**src/rtl/sfm_pkg.sv**
```systemverilog
package sfm_pkg;
  typedef enum logic {
    MODE_VERT = 1'b0,
    MODE_HORZ = 1'b1
  } meas_mode_e;
endpackage

```
**src/rtl/sfm_sync.sv**
```systemverilog
module sfm_sync #(
  parameter int N = 2
) (
  input  logic         clk,
  input  logic         rst_n,
  input  logic [N-1:0] din,
  output logic [N-1:0] lvl,
  output logic [N-1:0] rise
);
  for (genvar g = 0; g < N; g++) begin : g_bit
    logic s1_q, s2_q, s3_q;
    always_ff @(posedge clk or negedge rst_n) begin
      if (!rst_n) begin
        s1_q <= 1'b0;
        s2_q <= 1'b0;
        s3_q <= 1'b0;
      end else begin
        s1_q <= din[g];
        s2_q <= s1_q;
        s3_q <= s2_q;
      end
    end
    assign lvl[g]  = s2_q;
    assign rise[g] = s2_q & ~s3_q;
  end
endmodule

```
**src/rtl/sfm_vsep.sv**
```systemverilog
module sfm_vsep #(
  parameter int TICKS = 8
) (
  input  logic clk,
  input  logic rst_n,
  input  logic tick,
  input  logic lvl,
  output logic vpulse
);
  localparam int WW = (TICKS < 2) ? 1 : $clog2(TICKS);
  localparam logic [WW-1:0] LAST = WW'(TICKS - 1);

  logic [WW-1:0] w_q, w_d;
  logic          f_q, f_d;

  always_comb begin
    w_d    = w_q;
    f_d    = f_q;
    vpulse = tick & lvl & ~f_q & (w_q == LAST);
    if (!lvl) begin
      w_d = '0;
      f_d = 1'b0;
    end else if (tick && !f_q) begin
      if (w_q == LAST) begin
        f_d = 1'b1;
        w_d = '0;
      end else begin
        w_d = w_q + 1'b1;
      end
    end
  end

  always_ff @(posedge clk or negedge rst_n) begin
    if (!rst_n) begin
      w_q <= '0;
      f_q <= 1'b0;
    end else begin
      w_q <= w_d;
      f_q <= f_d;
    end
  end

  // a marker needs the line sync high
  p_marker_level_r10: assert property (@(posedge clk) disable iff (!rst_n)
    vpulse |-> lvl);
  // at most one marker per wide pulse
  p_marker_once_r10: assert property (@(posedge clk) disable iff (!rst_n)
    vpulse |=> !vpulse);
endmodule

```
**src/rtl/sfm_seq.sv**
```systemverilog
module sfm_seq
  import sfm_pkg::*;
#(
  parameter int CNT_W = 10,
  parameter int HWIN  = 256
) (
  input  logic             clk,
  input  logic             rst_n,
  input  logic             tick,
  input  logic             vedge,
  input  logic             hedge,
  input  logic             rd,
  input  logic             irq_en,
  output logic [CNT_W-1:0] count,
  output logic             ready,
  output meas_mode_e       mode,
  output logic             ovf1,
  output logic             ovf2,
  output logic             irq
);
  localparam int WIN_W = (HWIN < 2) ? 1 : $clog2(HWIN);
  localparam logic [WIN_W-1:0] WIN_LAST = WIN_W'(HWIN - 1);
  localparam logic [CNT_W-1:0] CNT_MAX  = {CNT_W{1'b1}};

  logic [CNT_W-1:0] cnt_q, cnt_d;
  logic [WIN_W-1:0] win_q, win_d;
  meas_mode_e       mode_q, mode_d;
  logic             armed_q, armed_d;
  logic             ready_q, ready_d;
  logic             ovf1_q, ovf1_d;
  logic             ovf2_q, ovf2_d;
  logic             irq_q, irq_d;
  logic             inc, done;

  always_comb begin
    cnt_d   = cnt_q;
    win_d   = win_q;
    mode_d  = mode_q;
    armed_d = armed_q;
    ready_d = ready_q;
    ovf1_d  = ovf1_q;
    ovf2_d  = ovf2_q;
    irq_d   = irq_q;
    inc     = 1'b0;
    done    = 1'b0;
    if (ready_q) begin
      if (rd) begin
        ready_d = 1'b0;
        irq_d   = 1'b0;
        cnt_d   = '0;
        win_d   = '0;
        ovf1_d  = 1'b0;
        ovf2_d  = 1'b0;
        armed_d = 1'b0;
        mode_d  = (mode_q == MODE_VERT) ? MODE_HORZ : MODE_VERT;
      end
    end else begin
      if (mode_q == MODE_VERT) begin
        if (vedge) begin
          if (armed_q) begin
            done = 1'b1;
          end else begin
            armed_d = 1'b1;
            cnt_d   = '0;
            ovf1_d  = 1'b0;
          end
        end else if (tick) begin
          inc = 1'b1;
        end
      end else begin
        inc = hedge;
        if (tick) begin
          if (win_q == WIN_LAST) done = 1'b1;
          else                   win_d = win_q + 1'b1;
        end
      end
      if (inc) begin
        cnt_d = cnt_q + 1'b1;
        if (cnt_q == CNT_MAX) begin
          if (ovf1_q) begin
            ovf2_d = 1'b1;
            done   = 1'b1;
          end else begin
            ovf1_d = 1'b1;
          end
        end
      end
      if (done) begin
        ready_d = 1'b1;
        irq_d   = irq_en;
      end
    end
  end

  always_ff @(posedge clk or negedge rst_n) begin
    if (!rst_n) begin
      cnt_q   <= '0;
      win_q   <= '0;
      mode_q  <= MODE_VERT;
      armed_q <= 1'b0;
      ready_q <= 1'b0;
      ovf1_q  <= 1'b0;
      ovf2_q  <= 1'b0;
      irq_q   <= 1'b0;
    end else begin
      cnt_q   <= cnt_d;
      win_q   <= win_d;
      mode_q  <= mode_d;
      armed_q <= armed_d;
      ready_q <= ready_d;
      ovf1_q  <= ovf1_d;
      ovf2_q  <= ovf2_d;
      irq_q   <= irq_d;
    end
  end

  assign count = cnt_q;
  assign ready = ready_q;
  assign mode  = mode_q;
  assign ovf1  = ovf1_q;
  assign ovf2  = ovf2_q;
  assign irq   = irq_q;

  // the mode only steps on a read of a ready result
  p_mode_step_r5: assert property (@(posedge clk) disable iff (!rst_n)
    !$stable(mode_q) |-> $past(rd && ready_q));
  // a ready result is frozen until read
  p_frozen_r4: assert property (@(posedge clk) disable iff (!rst_n)
    (ready_q && !rd) |=> ($stable(cnt_q) && ready_q));
  // a read of a ready result clears it
  p_rd_clears_r6: assert property (@(posedge clk) disable iff (!rst_n)
    (rd && ready_q) |=> (!ready_q && !irq_q && cnt_q == '0));
  // a read with nothing ready leaves the mode
  p_idle_rd_r7: assert property (@(posedge clk) disable iff (!rst_n)
    (rd && !ready_q) |=> $stable(mode_q));
  // second wrap implies first wrap and a ready result
  p_ovf_stage_r8: assert property (@(posedge clk) disable iff (!rst_n)
    ovf2_q |-> (ovf1_q && ready_q));
  // no interrupt without a ready result
  p_irq_ready_r9: assert property (@(posedge clk) disable iff (!rst_n)
    irq_q |-> ready_q);
endmodule

```
**src/rtl/sync_freq_meter.sv**
```systemverilog
module sync_freq_meter #(
  parameter int CNT_W      = 10,
  parameter int HWIN_TICKS = 256,
  parameter int VSEP_TICKS = 8
) (
  input  logic             clk,
  input  logic             rst_n,
  input  logic             hsync_in,
  input  logic             vsync_in,
  input  logic             tick_en,
  input  logic             comp_sel,
  input  logic             irq_en,
  input  logic             cnt_rd,
  output logic [CNT_W-1:0] count_o,
  output logic             ready_o,
  output logic             mode_o,
  output logic             ovf1_o,
  output logic             ovf2_o,
  output logic             irq_o
);
  import sfm_pkg::*;

  localparam int HS = 0;
  localparam int VS = 1;

  logic [1:0]  s_lvl, s_rise;
  logic        comp_mark, vedge;
  meas_mode_e  mode_e;

  sfm_sync #(.N(2)) i_sync (
    .clk  (clk),
    .rst_n(rst_n),
    .din  ({vsync_in, hsync_in}),
    .lvl  (s_lvl),
    .rise (s_rise)
  );

  sfm_vsep #(.TICKS(VSEP_TICKS)) i_vsep (
    .clk   (clk),
    .rst_n (rst_n),
    .tick  (tick_en),
    .lvl   (s_lvl[HS]),
    .vpulse(comp_mark)
  );

  assign vedge = comp_sel ? comp_mark : s_rise[VS];

  sfm_seq #(.CNT_W(CNT_W), .HWIN(HWIN_TICKS)) i_seq (
    .clk   (clk),
    .rst_n (rst_n),
    .tick  (tick_en),
    .vedge (vedge),
    .hedge (s_rise[HS]),
    .rd    (cnt_rd),
    .irq_en(irq_en),
    .count (count_o),
    .ready (ready_o),
    .mode  (mode_e),
    .ovf1  (ovf1_o),
    .ovf2  (ovf2_o),
    .irq   (irq_o)
  );

  assign mode_o = mode_e;
endmodule

```
**config.mk**
```make
export PLATFORM = sky130hd
export DESIGN_NAME = sync_freq_meter
export DESIGN_NICKNAME = d
export VERILOG_FILES = /design/src/rtl/sfm_pkg.sv /design/src/rtl/sfm_sync.sv /design/src/rtl/sfm_vsep.sv /design/src/rtl/sfm_seq.sv /design/src/rtl/sync_freq_meter.sv
export SDC_FILE = /design/constraint.sdc
export NUM_CORES = 1
export LEC_CHECK = 0
export BUFFER_PORTS_ARGS = -buffer_cell sky130_fd_sc_hd__buf_2
export CORE_MARGIN = 2
export CORE_UTILIZATION = 51
export CTS_CLUSTER_DIAMETER = 50
export DETAILED_ROUTE_END_ITERATION = 10
export PLACE_DENSITY = 0.75
export SLEW_MARGIN = 10
export SYNTH_ARGS = -nofsm -noshare
export SYNTH_HDL_FRONTEND = slang
export SYNTH_HIERARCHICAL = 1
export SYNTH_SLANG_ARGS = --single-unit
export TNS_END_PERCENT = 100
```
**constraint.sdc**
```tcl
create_clock -name clk -period 2.2 [get_ports clk]
set_input_delay 0.11 -clock clk [delete_from_list [all_inputs] [get_ports clk]]
set_output_delay 0.11 -clock clk [all_outputs]
set_load 0.1 [all_outputs]
```
==> results of run 1 <==
## worst min-delay path, cell delays in order
cell and delay (ns):
buf_2 0.13, a21oi_1 0.08, nor2b_1 0.12
## sequential cells by signal (all words and copies together) (netlist names)
register           count
i_seq/ready            1
i_sync/g_bit.s1_q      2
i_vsep/f_q             1
i_vsep/w_q             3
i_seq/armed_q          1
i_seq/ovf2             1
i_seq/ovf1             1
i_seq/count           10
i_seq/irq              1
i_seq/mode             1
i_sync/g_bit.s3_q      2
i_seq/win_q            8
i_sync/g_bit.s2_q      2
## power by group through the flow
stage | Clock [µW] | Sequential [µW] | Combinational [µW]
after floorplan | 0 | 1280 | 416
after global placement | 0 | 891 | 936
after detailed placement | 0 | 899 | 953
after CTS | 457 | 891 | 1000
after global routing | 488 | 922 | 1090
final | 441 | 897 | 1030
## final cells by class
type                    count  area (µm²)
flip-flops and latches     34       852.1
clock buffers               7       45.04
multi-input cells         122       898.4
repair buffers             36       231.5
inverters                   7       26.28
well taps                  46       57.56
clock inverters             1       30.03
fillers                   264        1196
## layout by cell type (no fill, tap or decap), drive strengths merged, types with 3 or more instances in the layout
cell         count
dfrtp           34
buf             31
nand2           19
o21ai            9
nand3            8
nor2             8
nor2b            8
inv              7
clkbuf           7
a21oi            7
dlygate4sd3      5
o211ai           5
or4              5
mux2i            5
o31ai            5
and2             4
ha               4
nand4            3
a211oi           3
and3             3
## per-stage QoR
stage               instances  instance area [µm²]  worst slack [ns]  TNS, ns  power [µW]
floorplan                 171                 1797           -0.1289  -0.4714        1694
global placement          234                 1933          -0.05075  -0.1125        1828
detailed placement        234                 1933           -0.1242  -0.6970        1852
CTS                       252                 2112          -0.04424  -0.1665        2352
global route              253                 2141           -0.1812   -1.770        2503
finish                    253                 2141           -0.1129  -0.8341        2365
## layer usage
layer  share of wire  GRT usage  up-vias
met5               0          0        -
met4           0.024     0.1083        0
met3           0.042    0.04324       10
met2            0.52     0.3657       46
met1            0.42     0.2462      694
li1                -          -      704
## path summary, 6_finish.rpt
path | end | depth (start not counted)
max | i_seq/count[4]$_DFFE_PN0P_ | 9
min | i_vsep/f_q$_DFFE_PN0P_ | 3
max reg2reg | i_seq/count[4]$_DFFE_PN0P_ | 9
min reg2reg | i_sync/g_bit[1].s2_q$_DFF_PN0_ | 0
max in group asynchronous | i_seq/mode$_DFFE_PN0P_ | 2
min in group asynchronous | i_seq/count[5]$_DFFE_PN0P_ | 2
## what timing repair did
item | 4_1_cts | 5_1_grt
endpoints found under the setup margin | 13 | 14
cloned | 1 | 0
buffers inserted | 4 | 1
hold buffers | 5 | 0
hold endpoints to repair | 38 | 0
gates resized for setup | 5 | 4
pin swaps | 8 | 5
==> flow_summary.json, run 1 <==
{
  "status": "finished, violations left",
  "failed_checks": "setup timing",
  "p_per_area_mw_per_mm2": 1105,
  "cts.htree.levels": 2,
  "nNetsFinal": 218,
  "power.internal_uw": 1262,
  "die_h_um": 62.88,
  "sw_frac_of_total": 0.4663,
  "synth_fp_nets": 183,
  "startpoint": "i_vsep/w_q[1]$_DFFE_PN0P_",
  "grt_pass1_wl_mm": 6.637,
  "power_frac_seq": 0.379,
  "dp_hpwl_mm": 2.525,
  "comb_power_share": 0.435,
  "dieArea_mm2": 0.003953,
  "crit_arrival_ns": 2.52,
  "finalSetupViolations": 14,
  "syn-mean-instance-area_um2": 10.34,
  "drtIter0Drc": 149,
  "cts_root_buf": "clkbuf_4",
  "drc_errors": 0,
  "numCtsBuffers": 5,
  "clk_pin_slew_ns": 0.11,
  "fin_worst_skew_ns": 0.01555,
  "gp_congestion": 0.8758,
  "cpLargestDelayFamily": "compound AO/OA/AOI/OAI gates",
  "cpPeakStageDelay_ns": 0.41,
  "cp_slowest_cell": "dfrtp_1",
  "cts_tree": "built",
  "clock_latency_ns": 0.33,
  "final_util": 0.6415,
  "antenna_found_initial": 0,
  "rsz0062_at_grt": "true",
  "timing.slew.headroom": 0.4714,
  "power.switching_uw": 1103,
  "layout_min_cycle_time_ns": 2.313,
  "synthCells": 171,
  "fmax_mhz": 432.4,
  "hold_violations": 0,
  "path_max_fanout": 5,
  "cts_sinks": 34,
  "worstSetupPathType": "reg2reg",
  "tightest_slew_ns": 0.7901,
  "drive_gt1_frac": 0.2657,
  "slew_violations": 0,
  "fin_crit_sh": 1.051,
  "diodes": 0,
  "leakagePower_uw": 0.0009883,
  "cap_violations": 0,
  "clk_path_buf_depth": 2,
  "critPathCaptureType": "register",
  "r2r_slack_ns": -0.11,
  "hold_ws_ns": 0.1553,
  "reg2reg_from": "i_vsep/w_q[1]$_DFFE_PN0P_",
  "std_cell_rows": 21,
  "initial_core_util": 0.5298,
  "grt_util_all_layers": 0.2114,
  "cp_num_buf_inv": 1,
  "dr.pass1.iters": 4,
  "die_x_um": 62.88,
  "final_antenna_net_count": 0,
  "hold_path.class": "in2reg",
  "fp.coreArea_mm2": 0.003337,
  "clockPowerShare": 0.186,
  "grt_overflow": 0,
  "yosysWarningCount": 6,
  "areaGrowthSynthToFinish_pct": 21.09,
  "fin_ws_ns": -0.1129,
  "drt-total-wl_mm": 3.774,
  "start_kind": "register",
  "grt_max_degree": 35,
  "peakVddDrop_mv": 0.4515,
  "grt_pass1_vias": 1489,
  "worstHoldStart": "tick_en",
  "port_buffers": 22,
  "cp_cell_sequence": "ha_2 > ha_4 > and3_4 > mux2_4 > buf_4 > and2_4 > o31a_1 > o31ai_2 > o21ai_1",
  "netlist_area_mm2": 0.001768,
  "io_pins": 23,
  "crit_required_ns": 2.41,
  "via_count": 1454,
  "via_per_inst": 5.747,
  "wl_per_cell_um": 14.92
}
Power figures use the tool's default switching activity.
==> inputs of run 2 (changes only) <==
==> constraint.sdc (replaced) <==
create_clock -name clk -period 2.2 [get_ports clk]
set_input_delay 0.44 -clock clk [delete_from_list [all_inputs] [get_ports clk]]
set_output_delay 0.44 -clock clk [all_outputs]
set_load 0.1 [all_outputs]
==> flow_summary.json, run 2 (synthesis gave the netlist of run 1 again) <==
{
  "peakVddDrop_mv": 0.5557,
  "nNetsFinal": 211,
  "worstSetupPathType": "reg2reg",
  "final_common_cell": "dfrtp_1",
  "diodes": 0,
  "hold_violations": 0,
  "drtIter0Drc": 119,
  "wl_per_cell_um": 14.72,
  "areaGrowthSynthToFinish_pct": 15.29,
  "cts_tree": "built",
  "die_x_um": 62.88,
  "dp_hpwl_mm": 2.553,
  "hold_path.class": "in2async",
  "clk_path_buf_depth": 2,
  "antenna_found_initial": 0,
  "p_per_area_mw_per_mm2": 1103,
  "grt_overflow": 0,
  "mostFrequentLayoutCells": "dfrtp_1, buf_2, nand2_1",
  "crit_arrival_ns": 2.51,
  "tightest_slew_ns": 0.7543,
  "leakagePower_uw": 0.0009549,
  "finalPower_uw": 2248,
  "crit_required_ns": 2.43,
  "via_count": 1442,
  "grt_pass1_wl_mm": 6.258,
  "path_max_fanout": 5,
  "die_h_um": 62.88,
  "grt_max_degree": 35,
  "slew_violations": 0,
  "timing.slew.headroom": 0.4971,
  "std_cell_rows": 21,
  "cap_violations": 0,
  "rsz0062_at_grt": "true",
  "numCtsBuffers": 5,
  "dieArea_mm2": 0.003953,
  "via_per_inst": 5.862,
  "finalSetupViolations": 8,
  "largest_reg_flops": 10,
  "clock_latency_ns": 0.34,
  "grt_util_all_layers": 0.2049,
  "gp_congestion": 0.8725,
  "fin_worst_skew_ns": 0.01524,
  "cts.hold.buffers_added": 0,
  "start_kind": "register",
  "failed_checks": "setup timing",
  "drt-total-wl_mm": 3.620,
  "critPathCaptureType": "register",
  "clk_pin_slew_ns": 0.11,
  "grt_pass1_vias": 1343,
  "cts_root_buf": "clkbuf_4",
  "drc_errors": 0,
  "initial_core_util": 0.5298,
  "fin_crit_sh": 1.038,
  "fmax_mhz": 437.9,
  "fin_ws_ns": -0.08387,
  "layout_min_cycle_time_ns": 2.284,
  "cts_sinks": 34,
  "status": "finished, violations left",
  "fp.coreArea_mm2": 0.003337,
  "dr.pass1.iters": 4,
  "port_buffers": 22,
  "placed_cell_area_mm2": 0.001948,
  "worst-r2r-cell-count": 9,
  "final_area_mm2": 0.002038,
  "io_pins": 23,
  "drive_gt1_frac": 0.2550,
  "final_antenna_net_count": 0,
  "cts.htree.levels": 2
}
[run 2: cell count changes in the layout (fill, tap and decap cells not counted), moves of 2 or more]
cell           previous run  this run
dlygate4sd3_1             5         0
a21oi_1                   4         6
buf_4                     8         6
o31ai_1                   3         5
o31ai_2                   2         0
[run 2: timing repair]
| item | in CTS | in global routing |
|---|---|---|
| gates resized for setup | 2 | 3 |
| gates cloned | 1 | 0 |
| endpoints found under the setup margin | 13 | 13 |
| buffers inserted | 0 | 1 |
| pin swaps | 4 | 1 |
[run 2: final cells by class]
class	count	area, µm²
repair buffers	29	166.4
fillers	275	1299
inverters	7	26.28
well taps	46	57.56
clock buffers	7	55.05
clock inverters	1	5.005
multi-input cells	122	875.8
flip-flops and latches	34	852.1
[run 2: worst max-delay path, stage by stage, from the launching register on]
cell and delay, ns:
dfrtp_1 0.40, ha_2 0.20, ha_4 0.16, and3_4 0.13, mux2_4 0.26, buf_4 0.14, and2_4 0.14, o31a_1 0.37
o31ai_1 0.28, o21ai_1 0.10
[run 2: routing by layer]
metal,GRT usage,vias up,share of wire
met5,0,-,0
met4,0.1028,0,0.020
met3,0.06306,8,0.046
met2,0.3311,43,0.50
met1,0.2468,705,0.43
li1,-,686,-
[run 2: where the power goes]
part / internal [µW] / switching, µW
Clock: 155 / 206
Combinational: 252 / 739
Sequential: 741 / 155
[run 2: worst paths after layout]
kind | start | end | slack [ns]
worst max-delay path | i_vsep/w_q[0]$_DFFE_PN0P_ | i_seq/count[2]$_DFFE_PN0P_ | -0.08
worst min-delay path | rst_n | i_seq/count[8]$_DFFE_PN0P_ | 0.16
worst max register to register | i_vsep/w_q[0]$_DFFE_PN0P_ | i_seq/count[2]$_DFFE_PN0P_ | -0.08
worst min register to register | i_sync/g_bit[1].s1_q$_DFF_PN0_ | i_sync/g_bit[1].s2_q$_DFF_PN0_ | 0.35
max in group asynchronous | rst_n | i_seq/mode$_DFFE_PN0P_ | 1.52
min in group clk | hsync_in | i_sync/g_bit[0].s1_q$_DFF_PN0_ | 0.21
[run 2: through the flow]
| step | setup WS [ns] | util | hold WS, ns | setup TNS (ns) | instances |
|---|---|---|---|---|---|
| 2_1_floorplan | -0.1289 | - | 0.1444 | -0.4714 | 171 |
| 3_3_place_gp | -0.03594 | 0.5838 | 0.3331 | -0.08572 | 236 |
| 3_5_place_dp | -0.1043 | 0.5838 | 0.3347 | -0.6929 | 236 |
| 4_1_cts | -0.07603 | 0.6063 | 0.1678 | -0.4604 | 245 |
| 5_1_grt | -0.2244 | 0.6108 | 0.1861 | -1.719 | 246 |
| 6_report | -0.08387 | 0.6108 | 0.1571 | -0.4672 | 246 |
==> inputs of run 3 (changes only) <==
- REMOVE_ABC_BUFFERS: default -> 1
==> flow_summary.json, run 3 (synthesis gave the netlist of run 1 again) <==
{
  "clk_pin_slew_ns": 0.09,
  "fin_worst_skew_ns": 0.008886,
  "cap_violations": 0,
  "critPathCaptureType": "register",
  "rsz0062_at_grt": "true",
  "slew_violations": 0,
  "final_antenna_net_count": 0,
  "fp.coreArea_mm2": 0.003337,
  "power.internal_uw": 1146,
  "cpPeakStageDelay_ns": 0.40,
  "fin_crit_sh": 1.052,
  "initial_core_util": 0.5298,
  "dr.pass1.iters": 4,
  "comb_power_share": 0.447,
  "final_area_mm2": 0.002062,
  "clk_path_buf_depth": 2,
  "start_kind": "register",
  "antenna_found_initial": 0,
  "drtIter0Drc": 121,
  "placed_cell_area_mm2": 0.001946,
  "gp_congestion": 0.8472,
  "std_cell_rows": 21,
  "grt_overflow": 0,
  "via_per_inst": 5.939,
  "failed_checks": "setup timing",
  "numCtsBuffers": 5,
  "mostFrequentLayoutCells": "dfrtp_1, buf_2, nand2_1",
  "reg2reg_from": "i_vsep/w_q[1]$_DFFE_PN0P_",
  "grt_pass1_wl_mm": 6.575,
  "grt_pass1_vias": 1468,
  "tns_ns": -0.7402,
  "r2r_end": "i_seq/count[6]$_DFFE_PN0P_",
  "wl_per_cell_um": 15.06,
  "power.switching_uw": 1090,
  "layout_min_cycle_time_ns": 2.314,
  "diodes": 0,
  "fmax_mhz": 432.1,
  "crit_required_ns": 2.42,
  "cp_cell_sequence": "ha_2 > ha_4 > and3_4 > mux2_4 > buf_4 > and2_1 > o31a_2 > o31ai_1 > o21ai_1",
  "cts_sinks": 34,
  "areaGrowthSynthToFinish_pct": 16.63,
  "timing.slew.headroom": 0.5094,
  "hold_violations": 0,
  "worst-r2r-cell-count": 9,
  "crit_arrival_ns": 2.53,
  "fin_ws_ns": -0.1143,
  "die_h_um": 62.88,
  "status": "finished, violations left",
  "dieArea_mm2": 0.003953,
  "hold_ws_ns": 0.1557,
  "cts_tree": "built",
  "drt-total-wl_mm": 3.719,
  "io_pins": 23,
  "cts_root_buf": "clkbuf_4",
  "drc_errors": 0,
  "power_frac_seq": 0.400,
  "fillers": 313,
  "p_per_area_mw_per_mm2": 1084,
  "drive_gt1_frac": 0.2786,
  "path_max_fanout": 9,
  "largest_reg_flops": 10,
  "die_x_um": 62.88,
  "grt_max_degree": 35,
  "final_common_cell": "dfrtp_1",
  "via_count": 1467,
  "sw_frac_of_total": 0.4874,
  "tightest_slew_ns": 0.7331,
  "cp_slowest_cell": "dfrtp_1",
  "clockPowerShare": 0.153,
  "dp_hpwl_mm": 2.570,
  "port_buffers": 22,
  "finalSetupViolations": 12,
  "worstSetupPathType": "reg2reg",
  "grt_util_all_layers": 0.2145,
  "hold_path.class": "in2async",
  "clock_latency_ns": 0.34,
  "r2r_slack_ns": -0.11,
  "nNetsFinal": 214,
  "cts.htree.levels": 2,
  "leakagePower_uw": 0.0009637,
  "peakVddDrop_mv": 0.5240
}
-- run 3: changes by cell type in the layout (fill, tap and decap cells not counted), moves of 2 or more --
cell,delta
o31ai_1,-2
o31a_1,-2
o31ai_2,+2
buf_4,+4
-- run 3: what timing repair did --
action                                  CTS  global route
setup buffers                             2             0
pin swaps                                 7             2
hold buffers                              0             0
gates resized for setup                   7             6
endpoints found under the setup margin   14            14
-- run 3: power by group through the flow --
stage | sequential [µW] | combinational, µW | clock, µW
floorplan | 1290 | 344 | 0
global placement | 892 | 940 | 0
detailed placement | 902 | 962 | 0
CTS | 891 | 980 | 352
global route | 918 | 1080 | 380
finish | 895 | 1000 | 341
-- run 3: final cells by class --
type | instances | area (µm²) | area share
flip-flops and latches | 34 | 850.8 | 0.4126
inverters | 7 | 26.28 | 0.01274
multi-input cells | 121 | 879.6 | 0.4266
repair buffers | 33 | 196.4 | 0.09527
clock buffers | 6 | 51.30 | 0.02488
well taps | 46 | 57.56 | 0.02791
-- run 3: per-layer routing --
layer	wire [µm]	part of all wire	track usage	vias to the layer above
li1	-	-	-	696
met1	1554	0.42	0.2471	722
met2	1899	0.51	0.3604	41
met3	180	0.048	0.06486	8
met4	84	0.023	0.1056	0
met5	0	0	0	-
-- run 3: critical path: cells and delay by family (launching register included) --
family / cells / cell delay (ns)
AO/OA/AOI/OAI: 3 / 0.78
flip-flops: 1 / 0.40
adder cells (fa/ha/maj): 2 / 0.37
AND/OR/NAND/NOR: 2 / 0.27
multiplexers: 1 / 0.26
buffers and inverters: 1 / 0.14
-- run 3: how the worst max path moves through the flow --
| stage | endpoint | slack (ns) | cells after the start | from |
|---|---|---|---|---|
| final | i_seq/count[6]$_DFFE_PN0P_ | -0.11 | 9 | i_vsep/w_q[1]$_DFFE_PN0P_ |
| after CTS | i_seq/irq$_DFFE_PN0P_ | -0.12 | 8 | i_vsep/w_q[1]$_DFFE_PN0P_ |
| after global placement | i_seq/irq$_DFFE_PN0P_ | -0.13 | 8 | i_vsep/w_q[0]$_DFFE_PN0P_ |
| after detailed placement | i_seq/count[5]$_DFFE_PN0P_ | -0.17 | 9 | i_vsep/w_q[0]$_DFFE_PN0P_ |
| after floorplan | i_seq/irq$_DFFE_PN0P_ | -0.19 | 8 | i_vsep/w_q[0]$_DFFE_PN0P_ |
| after global routing | i_seq/count[6]$_DFFE_PN0P_ | -0.23 | 9 | i_vsep/w_q[1]$_DFFE_PN0P_ |
-- run 3: per-stage QoR --
stage                 util  setup slack (ns)  total power, µW  instances
finish              0.6179           -0.1143             2236        247
global route        0.6179           -0.2293             2377        247
CTS                 0.6127           -0.1220             2222        247
detailed placement  0.5831           -0.1721             1864        239
global placement    0.5831           -0.1261             1832        239
floorplan                -           -0.1914             1637        162
